## src/rtl/cache_fa_pkg.sv

```systemverilog
package cache_fa_pkg;
   typedef enum logic [2:0] {
      ST_IDLE,
      ST_WB,
      ST_FILL,
      ST_ACC,
      ST_RESP,
      ST_BYP
   } cst_e;
endpackage

```

## src/rtl/cache_tag_match.sv

```systemverilog
module cache_tag_match #(
   parameter int LINES = 8,
   parameter int TAG_W = 13,
   parameter int IDX_W = 3
) (
   input  logic [TAG_W-1:0] req_tag,
   input  logic [TAG_W-1:0] tags [LINES],
   input  logic [LINES-1:0] valid,
   output logic             hit,
   output logic [IDX_W-1:0] hit_idx
);
   logic [LINES-1:0] eq;

   // one comparator per line, all evaluated together
   for (genvar g = 0; g < LINES; g++) begin : g_cmp
      assign eq[g] = valid[g] && (tags[g] == req_tag);
   end

   always_comb begin
      hit_idx = '0;
      for (int i = LINES - 1; i >= 0; i--) begin
         if (eq[i]) hit_idx = IDX_W'(i);
      end
   end

   assign hit = |eq;
endmodule

```

## src/rtl/cache_lru.sv

```systemverilog
module cache_lru #(
   parameter int LINES = 8,
   parameter int IDX_W = 3
) (
   input  logic             clk,
   input  logic             rst,
   input  logic             touch,
   input  logic [IDX_W-1:0] touch_idx,
   input  logic [LINES-1:0] valid,
   input  logic [LINES-1:0] lock,
   output logic [IDX_W-1:0] vict_idx,
   output logic             vict_ok
);
   // age rank per line: 0 = newest touch, LINES-1 = oldest
   logic [IDX_W-1:0] rank_q [LINES];
   logic [IDX_W-1:0] touch_rank;
   logic [IDX_W-1:0] best;

   assign touch_rank = rank_q[touch_idx];

   for (genvar g = 0; g < LINES; g++) begin : g_rank
      always_ff @(posedge clk) begin
         if (rst) begin
            rank_q[g] <= IDX_W'(g);
         end else if (touch) begin
            if (touch_idx == IDX_W'(g)) rank_q[g] <= '0;
            else if (rank_q[g] < touch_rank) rank_q[g] <= rank_q[g] + 1'b1;
         end
      end
   end

   always_comb begin
      vict_idx = '0;
      vict_ok  = 1'b0;
      best     = '0;
      // empty lines first, lowest index wins
      for (int i = LINES - 1; i >= 0; i--) begin
         if (!valid[i]) begin
            vict_idx = IDX_W'(i);
            vict_ok  = 1'b1;
         end
      end
      // otherwise the oldest unpinned line
      if (!vict_ok) begin
         for (int i = 0; i < LINES; i++) begin
            if (valid[i] && !lock[i] && (!vict_ok || rank_q[i] > best)) begin
               vict_idx = IDX_W'(i);
               best     = rank_q[i];
               vict_ok  = 1'b1;
            end
         end
      end
   end
endmodule

```

## src/rtl/cache_data_array.sv

```systemverilog
module cache_data_array #(
   parameter int LINES  = 8,
   parameter int WORDS  = 8,
   parameter int DATA_W = 8,
   parameter int IDX_W  = 3,
   parameter int WORD_W = 3
) (
   input  logic              clk,
   input  logic              wr_en,
   input  logic [IDX_W-1:0]  wr_line,
   input  logic [WORD_W-1:0] wr_word,
   input  logic [DATA_W-1:0] wr_data,
   input  logic [IDX_W-1:0]  a_line,
   input  logic [WORD_W-1:0] a_word,
   output logic [DATA_W-1:0] a_data,
   input  logic [IDX_W-1:0]  b_line,
   input  logic [WORD_W-1:0] b_word,
   output logic [DATA_W-1:0] b_data
);
   logic [DATA_W-1:0] bytes_q [LINES][WORDS];

   for (genvar g = 0; g < LINES; g++) begin : g_line
      always_ff @(posedge clk) begin
         if (wr_en && wr_line == IDX_W'(g)) bytes_q[g][wr_word] <= wr_data;
      end
   end

   assign a_data = bytes_q[a_line][a_word];
   assign b_data = bytes_q[b_line][b_word];
endmodule

```

## src/rtl/cache_fa_wb.sv

```systemverilog
module cache_fa_wb
   import cache_fa_pkg::*;
#(
   parameter int ADDR_W = 16,
   parameter int WORD_W = 3,
   parameter int LINES  = 8,
   parameter int DATA_W = 8
) (
   input  logic              clk,
   input  logic              rst,
   input  logic              cpu_valid,
   input  logic              cpu_write,
   input  logic              cpu_lock,
   input  logic [ADDR_W-1:0] cpu_addr,
   input  logic [DATA_W-1:0] cpu_wdata,
   output logic              cpu_ready,
   output logic [DATA_W-1:0] cpu_rdata,
   output logic              mem_valid,
   output logic              mem_write,
   output logic [ADDR_W-1:0] mem_addr,
   output logic [DATA_W-1:0] mem_wdata,
   input  logic              mem_ready,
   input  logic [DATA_W-1:0] mem_rdata
);
   localparam int TAG_W = ADDR_W - WORD_W;
   localparam int WORDS = 1 << WORD_W;
   localparam int IDX_W = (LINES > 1) ? $clog2(LINES) : 1;

   if (LINES < 2) begin : g_bad_lines
      $error("cache_fa_wb: LINES must be 2 or more");
   end
   if (WORD_W < 1 || ADDR_W <= WORD_W) begin : g_bad_split
      $error("cache_fa_wb: address must hold a word index and a tag");
   end
   if ((1 << IDX_W) != LINES) begin : g_bad_pow2
      $error("cache_fa_wb: LINES must be a power of two");
   end

   cst_e              state_q;
   logic              req_write_q, req_lock_q;
   logic [ADDR_W-1:0] req_addr_q;
   logic [DATA_W-1:0] req_wdata_q, rdata_q;
   logic [IDX_W-1:0]  vict_q;
   logic [WORD_W-1:0] beat_q;
   logic [TAG_W-1:0]  tag_q [LINES];
   logic [LINES-1:0]  valid_q, dirty_q, lock_q;

   logic              hit, vict_ok, beat_last, arr_we;
   logic [IDX_W-1:0]  hit_idx, vict_idx;
   logic [WORD_W-1:0] arr_word;
   logic [DATA_W-1:0] arr_wdata, acc_rdata, wb_rdata;
   logic [TAG_W-1:0]  req_tag;
   logic [WORD_W-1:0] req_word;

   assign req_tag   = req_addr_q[ADDR_W-1:WORD_W];
   assign req_word  = req_addr_q[WORD_W-1:0];
   assign beat_last = (beat_q == WORD_W'(WORDS - 1));

   cache_tag_match #(.LINES(LINES), .TAG_W(TAG_W), .IDX_W(IDX_W)) u_match (
      .req_tag (cpu_addr[ADDR_W-1:WORD_W]),
      .tags    (tag_q),
      .valid   (valid_q),
      .hit     (hit),
      .hit_idx (hit_idx)
   );

   cache_lru #(.LINES(LINES), .IDX_W(IDX_W)) u_lru (
      .clk       (clk),
      .rst       (rst),
      .touch     (state_q == ST_ACC),
      .touch_idx (vict_q),
      .valid     (valid_q),
      .lock      (lock_q),
      .vict_idx  (vict_idx),
      .vict_ok   (vict_ok)
   );

   assign arr_we    = (state_q == ST_FILL && mem_ready) || (state_q == ST_ACC && req_write_q);
   assign arr_word  = (state_q == ST_FILL) ? beat_q : req_word;
   assign arr_wdata = (state_q == ST_FILL) ? mem_rdata : req_wdata_q;

   cache_data_array #(.LINES(LINES), .WORDS(WORDS), .DATA_W(DATA_W),
                      .IDX_W(IDX_W), .WORD_W(WORD_W)) u_data (
      .clk     (clk),
      .wr_en   (arr_we),
      .wr_line (vict_q),
      .wr_word (arr_word),
      .wr_data (arr_wdata),
      .a_line  (vict_q),
      .a_word  (req_word),
      .a_data  (acc_rdata),
      .b_line  (vict_q),
      .b_word  (beat_q),
      .b_data  (wb_rdata)
   );

   always_ff @(posedge clk) begin
      if (rst) begin
         state_q     <= ST_IDLE;
         req_write_q <= 1'b0;
         req_lock_q  <= 1'b0;
         req_addr_q  <= '0;
         req_wdata_q <= '0;
         rdata_q     <= '0;
         vict_q      <= '0;
         beat_q      <= '0;
         valid_q     <= '0;
         dirty_q     <= '0;
         lock_q      <= '0;
         for (int i = 0; i < LINES; i++) tag_q[i] <= '0;
      end else begin
         case (state_q)
            ST_IDLE: begin
               if (cpu_valid) begin
                  req_write_q <= cpu_write;
                  req_lock_q  <= cpu_lock;
                  req_addr_q  <= cpu_addr;
                  req_wdata_q <= cpu_wdata;
                  beat_q      <= '0;
                  if (hit) begin
                     vict_q  <= hit_idx;
                     state_q <= ST_ACC;
                  end else if (vict_ok) begin
                     vict_q  <= vict_idx;
                     state_q <= (valid_q[vict_idx] && dirty_q[vict_idx]) ? ST_WB : ST_FILL;
                  end else begin
                     state_q <= ST_BYP;
                  end
               end
            end
            ST_WB: begin
               if (mem_ready) begin
                  beat_q <= beat_q + 1'b1;
                  if (beat_last) begin
                     valid_q[vict_q] <= 1'b0;
                     dirty_q[vict_q] <= 1'b0;
                     state_q         <= ST_FILL;
                  end
               end
            end
            ST_FILL: begin
               if (mem_ready) begin
                  beat_q <= beat_q + 1'b1;
                  if (beat_last) begin
                     tag_q[vict_q]   <= req_tag;
                     valid_q[vict_q] <= 1'b1;
                     dirty_q[vict_q] <= 1'b0;
                     state_q         <= ST_ACC;
                  end
               end
            end
            ST_ACC: begin
               if (req_write_q) dirty_q[vict_q] <= 1'b1;
               if (req_lock_q) lock_q[vict_q] <= 1'b1;
               rdata_q <= req_write_q ? req_wdata_q : acc_rdata;
               state_q <= ST_RESP;
            end
            ST_BYP: begin
               if (mem_ready) begin
                  rdata_q <= req_write_q ? req_wdata_q : mem_rdata;
                  state_q <= ST_RESP;
               end
            end
            default: state_q <= ST_IDLE;
         endcase
      end
   end

   always_comb begin
      mem_valid = 1'b0;
      mem_write = 1'b0;
      mem_addr  = '0;
      mem_wdata = '0;
      case (state_q)
         ST_WB: begin
            mem_valid = 1'b1;
            mem_write = 1'b1;
            mem_addr  = {tag_q[vict_q], beat_q};
            mem_wdata = wb_rdata;
         end
         ST_FILL: begin
            mem_valid = 1'b1;
            mem_addr  = {req_tag, beat_q};
         end
         ST_BYP: begin
            mem_valid = 1'b1;
            mem_write = req_write_q;
            mem_addr  = req_addr_q;
            mem_wdata = req_wdata_q;
         end
         default: ;
      endcase
   end

   assign cpu_ready = (state_q == ST_RESP);
   assign cpu_rdata = rdata_q;
endmodule

```

## config.mk

```make
export PLATFORM = sky130hd
export DESIGN_NAME = cache_fa_wb
export DESIGN_NICKNAME = d
export VERILOG_FILES = /design/src/rtl/cache_fa_pkg.sv /design/src/rtl/cache_tag_match.sv /design/src/rtl/cache_lru.sv /design/src/rtl/cache_data_array.sv /design/src/rtl/cache_fa_wb.sv
export SDC_FILE = /design/constraint.sdc
export NUM_CORES = 1
export LEC_CHECK = 0
export ABC_CLOCK_PERIOD_IN_PS = 19700
export BUFFER_PORTS_ARGS = -buffer_cell sky130_fd_sc_hd__buf_2
export CORE_MARGIN = 2
export CORE_UTILIZATION = 65
export DETAILED_ROUTE_END_ITERATION = 6
export GPL_ROUTABILITY_DRIVEN = 0
export GPL_TIMING_DRIVEN = 0
export PLACE_DENSITY_LB_ADDON = 0.2
export SLEW_MARGIN = 30
export SYNTH_ARGS = -nofsm -noshare
export SYNTH_HDL_FRONTEND = slang
export SYNTH_SLANG_ARGS = --single-unit
```

## constraint.sdc

```tcl
create_clock -name clk -period 19.7 [get_ports clk]
set_clock_uncertainty 0.05 [all_clocks]
set_input_delay 0.985 -clock clk [delete_from_list [all_inputs] [get_ports clk]]
set_output_delay 0.985 -clock clk [all_outputs]
set_load 0.02 [all_outputs]
```

# Yosys cells after proc, flatten, opt, wreduce, memory -nomap -nowiden
# Memory sizes are Yosys's and may differ from the RTL's. A register that Yosys moved wholly into a read port is not among the register bits.
# Cells that the tools add are included.
[op_classes]
n_addsub = 9
order_cmp = 25
eq_ne = 30
muxes = 248
bitwise_logic = 26
n_reduce_logical = 89
[op_table]
columns = ["cell", "count"]
rows = [
  ["2-to-1 mux 64 bit", 22],
  ["OR reduction 64 bit", 7],
  ["2-to-1 mux 3 bit", 79],
  ["2-to-1 mux 8 bit", 16],
  ["2-to-1 mux 1 bit", 110],
  ["bitwise mux 104 bit", 1],
  ["== test 13 bit", 8],
  ["case mux 8 bit (2 select lines)", 4],
  ["binary-select mux 8 bit (select 3 bit)", 2],
  ["case mux 16 bit (3 select lines)", 1],
  ["binary-select mux 13 bit (select 3 bit)", 1],
  ["demux 13 bit (select 3 bit)", 1],
  ["2-to-1 mux 13 bit", 3],
  ["logical AND 1 bit", 38],
  ["adder 3 x 1 -> 3 bit (second input constant)", 9],
  ["demux 8 bit (select 3 bit)", 1],
  ["< comparator 3 bit", 8],
  ["bitwise OR 8 bit", 3],
  ["== test 3 bit (second input constant)", 7],
  ["greater-than comparator 3 bit", 7],
  ["AND 8 bit", 2],
  ["greater-or-equal comparator 4 bit (second input constant)", 4],
  ["zero test 1 bit", 16],
  ["NOT 3 -> 4 bit", 4],
  ["27 further kinds", 73],
]
[word_totals]
regBits = 171
ramBits = 536
input_bits = 38
output_inout_bits = 35
word_cells = 448
mem_count = 2
[memory_table]
columns = ["name", "depth", "word_bits", "read_ports", "rd_ports_with_merged_regs", "write_ports", "line_no", "source"]
rows = [
  ["u_data.bytes_q", 8, 64, 1, 1, 1, "cache_data_array.sv:20", "logic [DATA_W-1:0] bytes_q [LINES][WORDS];"],
  ["u_lru.rank_q", 8, 3, 9, 1, 8, "cache_lru.sv:15", "logic [IDX_W-1:0] rank_q [LINES];"],
]

# Longest topological paths before layout
# Gate-level depths: netlist of the first run.
[depth]
depth_word = 56
depth_mapped = 55
depth_no_buf = 55

# Modules after synthesis
# A second synthesis of the first run with hierarchy kept.
[unflattened]
cells_unflattened = 2640
hier_area_um2 = 36630.1
[modules_own_cells]
columns = ["module", "instances", "cells_each", "area_per_inst_um2", "seq_area_each_um2"]
rows = [
  ["cache_data_array", 1, 1217, 24018.0, 15374.7],
  ["cache_fa_wb", 1, 926, 8196.6, 3423.3],
  ["cache_lru", 1, 328, 2989.1, 720.7],
  ["cache_tag_match", 1, 169, 1426.4, 0.0],
]

# Least setup slack after synthesis of the first run
# OpenSTA, ideal clock, no wires.
[synth_path]
path_kind = "reg-to-reg"
startpoint = "memory u_lru.rank_q[0][0]"
endpoint = "register state_q[0]"
setup_ns = 0.120
arrival_ns = 10.569
required_time_ns = 19.530
slack_ns = 8.962
stages_incl_launch_ff = 53
n_path_buf = 0
period_less_slack_ns = 10.738
cell_sequence = "edfxtp_1 inv_1 ha_1 nor2b_1 o21ai_4 and3_2 ha_1 and3_1 a211o_1 a31oi_4 mux2i_1 inv_1 ha_1 nor2b_1 o21a_1 o21a_1 nor2_1 mux2_2 [... 17 more ...] nor3_1 a31o_2 mux2_4 ha_1 a31oi_1 o21a_1 o21bai_1 mux2_2 ha_1 nand3_1 o211ai_1 o21ai_0 a311oi_1 a211oi_1 a41oi_1 o221ai_1 mux2_2 o31a_1"
[synth_rtl]
columns = ["item", "line_no", "source"]
rows = [
  ["start, declared", "cache_lru.sv:15", ""],
  ["end signal, assigned", "cache_fa_wb.sv:125", "state_q <= (valid_q[vict_idx] && dirty_q[vict_idx]) ? ST_WB : ST_FILL;"],
  ["end, declared", "cache_fa_wb.sv:39", "cst_e state_q;"],
]

==> flow_metrics.env, run 1 <==
export IMPL_dp_final_hpwl_um=60180
export IMPL_failed_checks="design-rule violations"
export IMPL_hp_class="flop to flop"
export IMPL_num_vias=21690
export IMPL_clock_power_share_pct=32.5
export IMPL_grt_start_max_net_pins=65
export IMPL_cts_resized=0
export IMPL_holdCritStartpoint="cpu_rdata[4]$_SDFFE_PP0P_"
export IMPL_worst_r2r_path_depth=51
export IMPL_cts_repair_timing_setup_buffer_count=0
export IMPL_postCtsHoldBufs=0
export IMPL_globalRouteTotalUtil_pct=35.89
export IMPL_worst_path_buf_inv=3
export IMPL_wl_met1_um=33500
export IMPL_outcome="finished, violations left"
export IMPL_post_synth_edffs=536
export IMPL_ys_ff_latch=710
export IMPL_drt_initial_drc_count=3741
export IMPL_critical_path_arrival_ps=13210
export IMPL_crit_top_cell="sky130_fd_sc_hd__ha_1"
export IMPL_cts_htree_levels=3
export IMPL_synthArstFlopShare_pct=0
export IMPL_switching_share_pct=30.41
export IMPL_wirelength_um=90360
export IMPL_critical_path_top_delay_family="compound AO/OA/AOI/OAI gates"
export IMPL_timing_slew_headroom_pct=34.96
export IMPL_crit_path_top_delay_cell="sky130_fd_sc_hd__a311oi_1"
export IMPL_ys_warn_count=0
export IMPL_floorplan_initialDensity_pct=65.84
export IMPL_detail_route_antenna_nets=0
export IMPL_met2_wirelength_um=41030
export IMPL_clk_transition_reported_paths_ps=60
export IMPL_dieHeight_um=226.7
export IMPL_leading_cell_type_in_the_layout_fill_and_taps_excluded="sky130_fd_sc_hd__edfxtp_1"
export IMPL_netSwitchingPower_mw=1.239
export IMPL_setup_repair_after_global_routing_missed_its_margin="false"
export IMPL_rows=81
export IMPL_max_slew_worst_pin_slew_ps=975.6
export IMPL_instances_no_fill=3193
export IMPL_final_setup_tns_ps=0
export IMPL_worst_ir_drop_vdd_v=0.00008590
export IMPL_hold_end="cpu_rdata[4]$_SDFFE_PP0P_"
export IMPL_grt_remaining_overflow=0
export IMPL_fmax_mhz=78.38
export IMPL_met3RoutedLength_um=11540
export IMPL_insertedDiodeCount=0
export IMPL_critical_path_max_fanout=8
export IMPL_via_count_of_the_first_global_routing_pass=21070
export IMPL_detail_route_wl_per_cell_um=28.30
export IMPL_power_leakage_nw=11.17
export IMPL_endpoint_required_time_on_the_critical_path_ps=20150
export IMPL_power_combinational_fraction_pct=23.2
export IMPL_timing_worst_setup_path_type="flop to flop"
export IMPL_finalHoldViolCount=0
export IMPL_post_synthesis_area_per_instance_um2=13.72
export IMPL_cts_buffers=71
export IMPL_die_area_um2=51380
export IMPL_fin_crit_ps=12760
export IMPL_placed_cell_count=3071
export IMPL_summed_instance_area_of_the_synthesized_netlist_um2=32230
export IMPL_ff2ff_setup_slack_ps=6940
export IMPL_antenna_found_initial=2
export IMPL_port_buffers=58
export IMPL_seq_power_share_pct=44.3
export IMPL_grt_first_pass_wirelength_um=133000
export IMPL_number_of_vias_per_cell=6.794
export IMPL_rr_endpoint="state_q[0]$_SDFFE_PP0P_"
export IMPL_cellPowerDensity_nw_per_um2=114.3
export IMPL_power_internal_mw=2.835
export IMPL_post_synth_cell_types=62
export IMPL_critPathMaxStageDelay_ps=690
export IMPL_route_detailed_drc=8
export IMPL_most_common_layout_cells="sky130_fd_sc_hd__edfxtp_1 (536), sky130_fd_sc_hd__nand2_1 (378), sky130_fd_sc_hd__mux4_2 (192)"
export IMPL_cts_tree="built"
export IMPL_placeableCoreArea_um2=48950
export IMPL_io_pin_count=73
export IMPL_num_fill_cells=3100
export IMPL_postSynthCellCount=2349
export IMPL_route_top_layer_used="met5"
export IMPL_cts_root_buf="sky130_fd_sc_hd__clkbuf_16"
export IMPL_maxCapViolCount=0
export IMPL_drv_slew=0
export IMPL_latest_clock_arrival_within_the_worst_skew_pair_ps=620
export IMPL_cp_end_kind="flop"
export IMPL_drt_pre_antenna_iters=7
export IMPL_max_clock_path_buffers=3
export IMPL_cp_start_kind="flop"
export IMPL_fin_crit_sh_pct=64.76
export IMPL_setup_viol_count_final=0
export IMPL_min_delay_path_depth=2
export IMPL_die_w_um=226.7
export IMPL_share_of_cells_above_drive_strength_1_pct=16.73
export IMPL_dominantRegCellSynth="sky130_fd_sc_hd__edfxtp_1"
export IMPL_num_nets_final=2566
export IMPL_seq_area_frac_synth_pct=60.75
export IMPL_cts_sinks=710
export IMPL_areaGrowthSynthToFinish_pct=10.59
export IMPL_synth_net_count=2435
-- kinds of logic after synthesis --
group / Yosys count / synth area share, %
AOI/OAI and AO/OA: 330 / 5.936
xor gates and xnor gates: 112 / 3.044
muxes: 321 / 17.59
and+or+nand+nor: 650 / 8.642
buffers and inverters: 178 / 2.174
DFF: 710 / 60.75
adders and majority gates: 48 / 1.864
-- registers in the layout, indices dropped and copies added (netlist names), named ones only --
| name | flops |
|---|---|
| req_wdata_q | 8 |
| tag_q | 104 |
| req_write_q | 1 |
| u_lru.rank_q | 24 |
| req_lock_q | 1 |
| beat_q | 3 |
| vict_q | 3 |
| cpu_rdata | 8 |
| u_data.bytes_q | 512 |
| lock_q | 8 |
| req_addr_q | 16 |
| state_q | 3 |
-- cell type report --
cell class / count / area, um2 / share of cell area [%]
repair buffers: 58 / 290.3 / 0.8144
flip-flops and latches: 710 / 19580 / 54.93
inverters: 24 / 90.09 / 0.2527
plain buffers: 154 / 613.1 / 1.720
clock inverters: 28 / 279.0 / 0.7828
multi-input cells: 1461 / 12010 / 33.68
well taps: 664 / 830.8 / 2.331
clock buffers: 94 / 1956 / 5.487
-- worst max path at each step --
stage / startpoint / end / slack (ps) / depth (start not counted)
3_3_place_gp: u_lru.rank_q[0][0]$_SDFFCE_PN0P_ / state_q[0]$_SDFFE_PP0P_ / 7710 / 52
4_1_cts: u_lru.rank_q[0][1]$_SDFFCE_PN0P_ / state_q[0]$_SDFFE_PP0P_ / 7230 / 54
2_1_floorplan: u_lru.rank_q[0][0]$_SDFFCE_PN0P_ / state_q[0]$_SDFFE_PP0P_ / 8960 / 52
6_report: flop / state_q[0]$_SDFFE_PP0P_ / 6940 / 51
3_5_place_dp: u_lru.rank_q[0][1]$_SDFFCE_PN0P_ / state_q[0]$_SDFFE_PP0P_ / 7330 / 52
5_1_grt: u_lru.rank_q[0][0]$_SDFFCE_PN0P_ / state_q[0]$_SDFFE_PP0P_ / 6400 / 53
-- power by group through the flow --
stage          clock, mW  sequential (mW)  combinational (mW)
5_1_grt             1.38             1.81               0.988
3_3_place_gp           0             1.84               0.872
3_5_place_dp           0             1.83               0.911
2_1_floorplan          0             1.83               0.588
4_1_cts             1.32             1.80               0.922
6_report            1.32             1.81               0.946
-- tightest hold or removal path, cell delays in order (launching register included) --
cell,delay (ps)
sky130_fd_sc_hd__dfxtp_1,310
sky130_fd_sc_hd__nand2_1,60
sky130_fd_sc_hd__a21oi_1,50
-- cells in the mapped netlist (all sizes together), types with 3 or more instances --
master	count	share of area [%]
or3	3	0.058
a211o	8	0.22
a2111oi	4	0.11
a211oi	8	0.20
o21ai	69	1.1
inv	24	0.28
mux2	28	1.0
o21a	13	0.30
mux4	192	13
o21bai	3	0.070
ha	48	1.9
edfxtp	536	50
xnor2	110	3.0
buf	46	0.64
nor2b	17	0.33
nor3	18	0.28
and3	6	0.12
a31oi	5	0.14
dfxtp	174	11
mux2i	101	3.1
nand2b	17	0.33
clkbuf	108	1.3
o221ai	3	0.082
nand3	14	0.22
a21o	3	0.078
nor2	133	1.5
a21oi	187	2.9
nor4	11	0.21
a22o	11	0.30
nand4	28	0.59
nand2	378	4.4
or2	4	0.078
and2	9	0.17
-- per-stage QoR --
stage / hold slack, ps / power (mW) / worst slack, ps / util, % / instance area [um2]
CTS: 412.6 / 4.047 / 7233 / 72.79 / 35630
finish: 417.1 / 4.073 / 6941 / 72.81 / 35640
global route: 435.9 / 4.172 / 6399 / 72.81 / 35640
global placement: 394.3 / 2.709 / 7706 / 68.13 / 33350
detailed placement: 406.2 / 2.746 / 7331 / 68.23 / 33400
floorplan: 379.7 / 2.417 / 8962 / - / 32230
-- layer usage --
metal  global-route usage [%]  vias up
met2                    53.70     1621
met3                    9.641      291
li1                         -     9077
met5                        0        -
met1                    49.91    10700
met4                    16.17        2
(Power assumes the default switching activity.)
==> run 2: changes to the inputs <==
- ABC_CLOCK_PERIOD_IN_PS: 19700 -> 10590
- CORE_UTILIZATION: 65 -> 57
- clock period: 19.7 -> 10.59 ns (I/O delays scaled with it)
==> flow_metrics.env, run 2 (same netlist as run 1, synthesis figures left out) <==
export IMPL_instances_no_fill=3330
export IMPL_drv_slew=0
export IMPL_num_vias=21450
export IMPL_detail_route_wl_per_cell_um=26.88
export IMPL_largest_register_ffs=512
export IMPL_cts_buffers=75
export IMPL_io_pin_count=73
export IMPL_endpoint_required_time_on_the_critical_path_ps=11050
export IMPL_finalHoldViolCount=0
export IMPL_timing_hold_ws_ps=120.8
export IMPL_grt_start_max_net_pins=65
export IMPL_crit_path_top_delay_cell="sky130_fd_sc_hd__dfxtp_4"
export IMPL_max_slew_worst_pin_slew_ps=1025
export IMPL_floorplan_initialDensity_pct=57.38
export IMPL_leading_cell_type_in_the_layout_fill_and_taps_excluded="sky130_fd_sc_hd__edfxtp_1"
export IMPL_number_of_vias_per_cell=6.441
export IMPL_port_buffers=58
export IMPL_largest_registers="u_data.bytes_q: 512 flops, tag_q: 104 flops, u_lru.rank_q: 24 flops"
export IMPL_rows=87
export IMPL_critical_path_max_fanout=8
export IMPL_worst_ir_drop_vdd_v=0.0001595
export IMPL_dieHeight_um=241.8
export IMPL_detail_route_antenna_nets=0
export IMPL_power_leakage_nw=11.49
export IMPL_cp_end_kind="flop"
export IMPL_post_route_util_pct=65.15
export IMPL_grt_remaining_overflow=0
export IMPL_setup_repair_after_global_routing_missed_its_margin="true"
export IMPL_hp_class="input port to flop"
export IMPL_cp_start_kind="flop"
export IMPL_cts_sinks=710
export IMPL_timing_slew_headroom_pct=31.67
export IMPL_via_count_of_the_first_global_routing_pass=20720
export IMPL_die_w_um=241.8
export IMPL_drt_pre_antenna_iters=6
export IMPL_cts_htree_levels=3
export IMPL_failed_checks="negative setup slack"
export IMPL_critPathMaxStageDelay_ps=430
export IMPL_timing_worst_setup_path_type="flop to flop"
export IMPL_critical_path_arrival_ps=11340
export IMPL_placeableCoreArea_um2=56170
export IMPL_postLayoutSetupSlackWorst_ps=-284.3
export IMPL_most_common_layout_cells="sky130_fd_sc_hd__edfxtp_1 (536), sky130_fd_sc_hd__nand2_1 (377), sky130_fd_sc_hd__mux4_2 (192)"
export IMPL_fin_crit_sh_pct=102.7
export IMPL_clk_transition_reported_paths_ps=60
export IMPL_fmax_mhz=91.96
export IMPL_globalRouteTotalUtil_pct=30.52
export IMPL_dp_final_hpwl_um=60810
export IMPL_grt_first_pass_wirelength_um=132500
export IMPL_cts_root_buf="sky130_fd_sc_hd__clkbuf_16"
export IMPL_max_clock_path_buffers=3
export IMPL_drt_initial_drc_count=2608
export IMPL_regMostFlops="u_data.bytes_q"
export IMPL_placed_cell_count=3163
export IMPL_latest_clock_arrival_within_the_worst_skew_pair_ps=620
export IMPL_fin_crit_ps=10870
export IMPL_maxCapViolCount=0
export IMPL_setup_viol_count_final=4
export IMPL_outcome="finished, violations left"
export IMPL_cts_tree="built"
export IMPL_cellPowerDensity_nw_per_um2=210.1
export IMPL_areaGrowthSynthToFinish_pct=13.55
export IMPL_route_detailed_drc=0
export IMPL_wirelength_um=89500
export IMPL_share_of_cells_above_drive_strength_1_pct=20.37
export IMPL_antenna_found_initial=1
export IMPL_die_area_um2=58460
export IMPL_dp_worst_setup_slack_ps=-1400
export IMPL_crit_top_cell="sky130_fd_sc_hd__o21a_1"
export IMPL_num_nets_final=2604
[run 2: changes by cell type in the layout (fill, tap and decap cells not counted), sizes merged]
cell	change
buf	+34
inv	+5
bufinv	+4
clkbuf	-1
clkinv	+1
clkinvlp	+1
diode	+1
[run 2: timing repair]
item | 4_1_cts | 5_1_grt
endpoints found under the setup margin | 8 | 8
setup buffers | 14 | 20
hold buffers | 0 | 0
gates cloned | 0 | 0
gates resized for setup | 28 | 65
pin swaps | 10 | 34
[run 2: critical path, delay by kind of cell (launching register included)]
family,cells,cell delay (ps)
compound gates,22,4500
mux,6,2040
fa+ha+maj,7,1780
simple gates,11,1580
flops,1,430
buf+inv,4,380
[run 2: cell type report]
class                      count  area (um2)
tap                          756       945.9
multi-input combinational   1461       12390
fill                        4019       19580
inverter                      24       92.59
timing repair buffer          92       560.5
clock inverter                39       397.9
sequential                   710       19600
clock buffer                  93        1984
antenna                        1       2.502
buffer                       154       620.6
[run 2: stage by stage]
stage	area (um2)	TNS (ps)	power (mW)
final	36590	-591.6	7.687
after global routing	36590	-2554	7.909
after CTS	36120	0	7.664
after detailed placement	33530	-8289	5.118
after global placement	33470	-6829	5.062
after floorplan	32240	0	4.496
[run 2: metal layers]
layer	vias to the layer above	GRT usage (%)	wire length, um
li1	9172	-	-
met1	10760	43.97	35400
met2	1282	44.79	39500
met3	241	8.135	10800
met4	0	11.75	3798
met5	-	0	0
[run 2: power breakdown]
group / switching [mW] / internal, mW
clock network: 1.08 / 1.50
logic: 1.16 / 0.583
registers: 0.0390 / 3.32
total: 2.28 / 5.40
[run 2: path summary, 6_finish.rpt]
kind	from	slack [ps]	to	cells past startpoint
min reg2reg	cpu_rdata[1]$_SDFFE_PP0P_	410	cpu_rdata[1]$_SDFFE_PP0P_	2
max	flop	-280	state_q[0]$_SDFFE_PP0P_	50
min	cpu_wdata[4]	120	req_wdata_q[4]$_SDFFE_PP0P_	3
max reg2reg	flop	-280	state_q[0]$_SDFFE_PP0P_	50
==> run 3: changes to the inputs <==
- SKIP_CTS_REPAIR_TIMING: unset -> 1
==> flow_metrics.env, run 3 (same netlist as run 1, synthesis figures left out) <==
export IMPL_outcome="finished, violations left"
export IMPL_failed_checks="negative setup slack"
export IMPL_wirelength_um=89380
export IMPL_die_area_um2=58460
export IMPL_globalRouteTotalUtil_pct=30.41
export IMPL_cts_buffers=75
export IMPL_post_dp_cell_area_um2=33530
export IMPL_rows=87
export IMPL_min_delay_path_depth=3
export IMPL_hold_end="req_wdata_q[4]$_SDFFE_PP0P_"
export IMPL_crit_top_cell="sky130_fd_sc_hd__o21a_1"
export IMPL_post_route_design_area_um2=36530
export IMPL_latest_clock_arrival_within_the_worst_skew_pair_ps=620
export IMPL_postLayoutSetupSlackWorst_ps=-222.1
export IMPL_most_common_layout_cells="sky130_fd_sc_hd__edfxtp_1 (536), sky130_fd_sc_hd__nand2_1 (377), sky130_fd_sc_hd__mux4_2 (192)"
export IMPL_timing_hold_ws_ps=121.9
export IMPL_io_pin_count=73
export IMPL_route_detailed_drc=0
export IMPL_dp_final_hpwl_um=60810
export IMPL_grt_remaining_overflow=0
export IMPL_power_internal_mw=5.404
export IMPL_dieHeight_um=241.8
export IMPL_cts_root_buf="sky130_fd_sc_hd__clkbuf_16"
export IMPL_drt_pre_antenna_iters=6
export IMPL_ff2ff_setup_slack_ps=-220
export IMPL_largest_register_ffs=512
export IMPL_netSwitchingPower_mw=2.279
export IMPL_cellPowerDensity_nw_per_um2=210.3
export IMPL_clk_transition_reported_paths_ps=60
export IMPL_largest_registers="u_data.bytes_q: 512 flops, tag_q: 104 flops, u_lru.rank_q: 24 flops"
export IMPL_switching_share_pct=29.66
export IMPL_drv_slew=0
export IMPL_via_count_of_the_first_global_routing_pass=20560
export IMPL_fin_crit_sh_pct=102.1
export IMPL_critical_path_arrival_ps=11280
export IMPL_setup_viol_count_final=4
export IMPL_hp_class="input port to flop"
export IMPL_regMostFlops="u_data.bytes_q"
export IMPL_post_layout_total_power_mw=7.683
export IMPL_endpoint_required_time_on_the_critical_path_ps=11050
export IMPL_finalHoldViolCount=0
export IMPL_critical_path_max_fanout=7
export IMPL_cp_end_kind="flop"
export IMPL_detail_route_wl_per_cell_um=26.88
export IMPL_num_vias=21400
export IMPL_holdCritStartpoint="cpu_wdata[4]"
export IMPL_seq_power_share_pct=43.7
export IMPL_final_setup_tns_ps=-426.9
export IMPL_drt_initial_drc_count=2650
export IMPL_worst_ir_drop_vdd_v=0.0001594
export IMPL_setup_repair_after_global_routing_missed_its_margin="true"
export IMPL_cts_sinks=710
export IMPL_rr_endpoint="state_q[0]$_SDFFE_PP0P_"
export IMPL_grt_first_pass_wirelength_um=132000
export IMPL_maxCapViolCount=0
export IMPL_floorplan_initialDensity_pct=57.38
export IMPL_share_of_cells_above_drive_strength_1_pct=20.09
export IMPL_detail_route_antenna_nets=0
export IMPL_critPathMaxStageDelay_ps=420
export IMPL_antenna_found_initial=1
export IMPL_power_leakage_nw=11.45
export IMPL_number_of_vias_per_cell=6.435
export IMPL_leading_cell_type_in_the_layout_fill_and_taps_excluded="sky130_fd_sc_hd__edfxtp_1"
export IMPL_crit_path_top_delay_cell="sky130_fd_sc_hd__dfxtp_4"
export IMPL_clock_power_share_pct=33.6
export IMPL_worst_r2r_path_depth=54
export IMPL_num_nets_final=2599
export IMPL_cp_start_kind="flop"
export IMPL_max_slew_worst_pin_slew_ps=1020
export IMPL_power_combinational_fraction_pct=22.7
export IMPL_fin_crit_ps=10810
export IMPL_areaGrowthSynthToFinish_pct=13.34
export IMPL_port_buffers=58
export IMPL_multi_input_comb_area_um2=12380
export IMPL_cts_htree_levels=3
export IMPL_die_w_um=241.8
export IMPL_layout_area_seq_um2=19600
export IMPL_cts_tree="built"
export IMPL_placeableCoreArea_um2=56170
export IMPL_max_clock_path_buffers=3
export IMPL_fmax_mhz=92.49
export IMPL_num_fill_cells=4038
export IMPL_grt_start_max_net_pins=65
export IMPL_timing_slew_headroom_pct=31.46
export IMPL_timing_worst_setup_path_type="flop to flop"
-- run 3: how the worst max path moves through the flow --
stage / end / slack (ps) / cells after the start
finish: state_q[0]$_SDFFE_PP0P_ / -220 / 54
detailed placement: state_q[0]$_SDFFE_PP0P_ / -1400 / 52
global placement: state_q[0]$_SDFFE_PP0P_ / -1140 / 52
floorplan: state_q[0]$_SDFFE_PP0P_ / 60 / 52
global route: state_q[0]$_SDFFE_PP0P_ / -540 / 54
CTS: state_q[0]$_SDFFE_PP0P_ / -1410 / 54
-- run 3: final cells by class --
class,instances,share of cell area [%]
Antenna cell,1,0.006851
Buffer,154,1.699
Clock buffer,93,5.433
Clock inverter,39,1.089
Inverter,24,0.2535
Multi-Input combinational cell,1461,33.88
Sequential cell,710,53.64
Tap cell,756,2.590
Timing Repair Buffer,87,1.401
-- run 3: power groups by stage --
| stage | Clock (mW) | Combinational [mW] | Sequential [mW] |
|---|---|---|---|
| 4_1_cts | 2.60 | 1.71 | 3.36 |
| 3_5_place_dp | 0 | 1.70 | 3.41 |
| 2_1_floorplan | 0 | 1.09 | 3.40 |
| 6_report | 2.58 | 1.74 | 3.36 |
| 5_1_grt | 2.70 | 1.84 | 3.36 |
| 3_3_place_gp | 0 | 1.64 | 3.42 |
-- run 3: critical path, delay by kind of cell (launching register included) --
family          cells  cell delay, ps
fa+ha+maj           7            1680
mux                 5            1610
compound gates     22            4370
flops               1             420
buf+inv             6             720
simple gates       14            1820
-- run 3: metal layers --
layer	part of all wire [%]	wire, um	global-route usage (%)
met4	4.1	3645	11.66
met1	39	35280	43.83
met5	0.010	9	0
met2	44	39660	44.57
met3	12	10790	8.202
-- run 3: per-stage QoR --
step           util (%)  instances  setup slack [ps]
5_1_grt           65.03       3324            -542.5
3_5_place_dp      59.69       3163             -1400
4_1_cts           63.93       3295             -1415
2_1_floorplan         -       2349             56.29
6_report          65.03       3325            -222.1
3_3_place_gp      59.60       3163             -1144
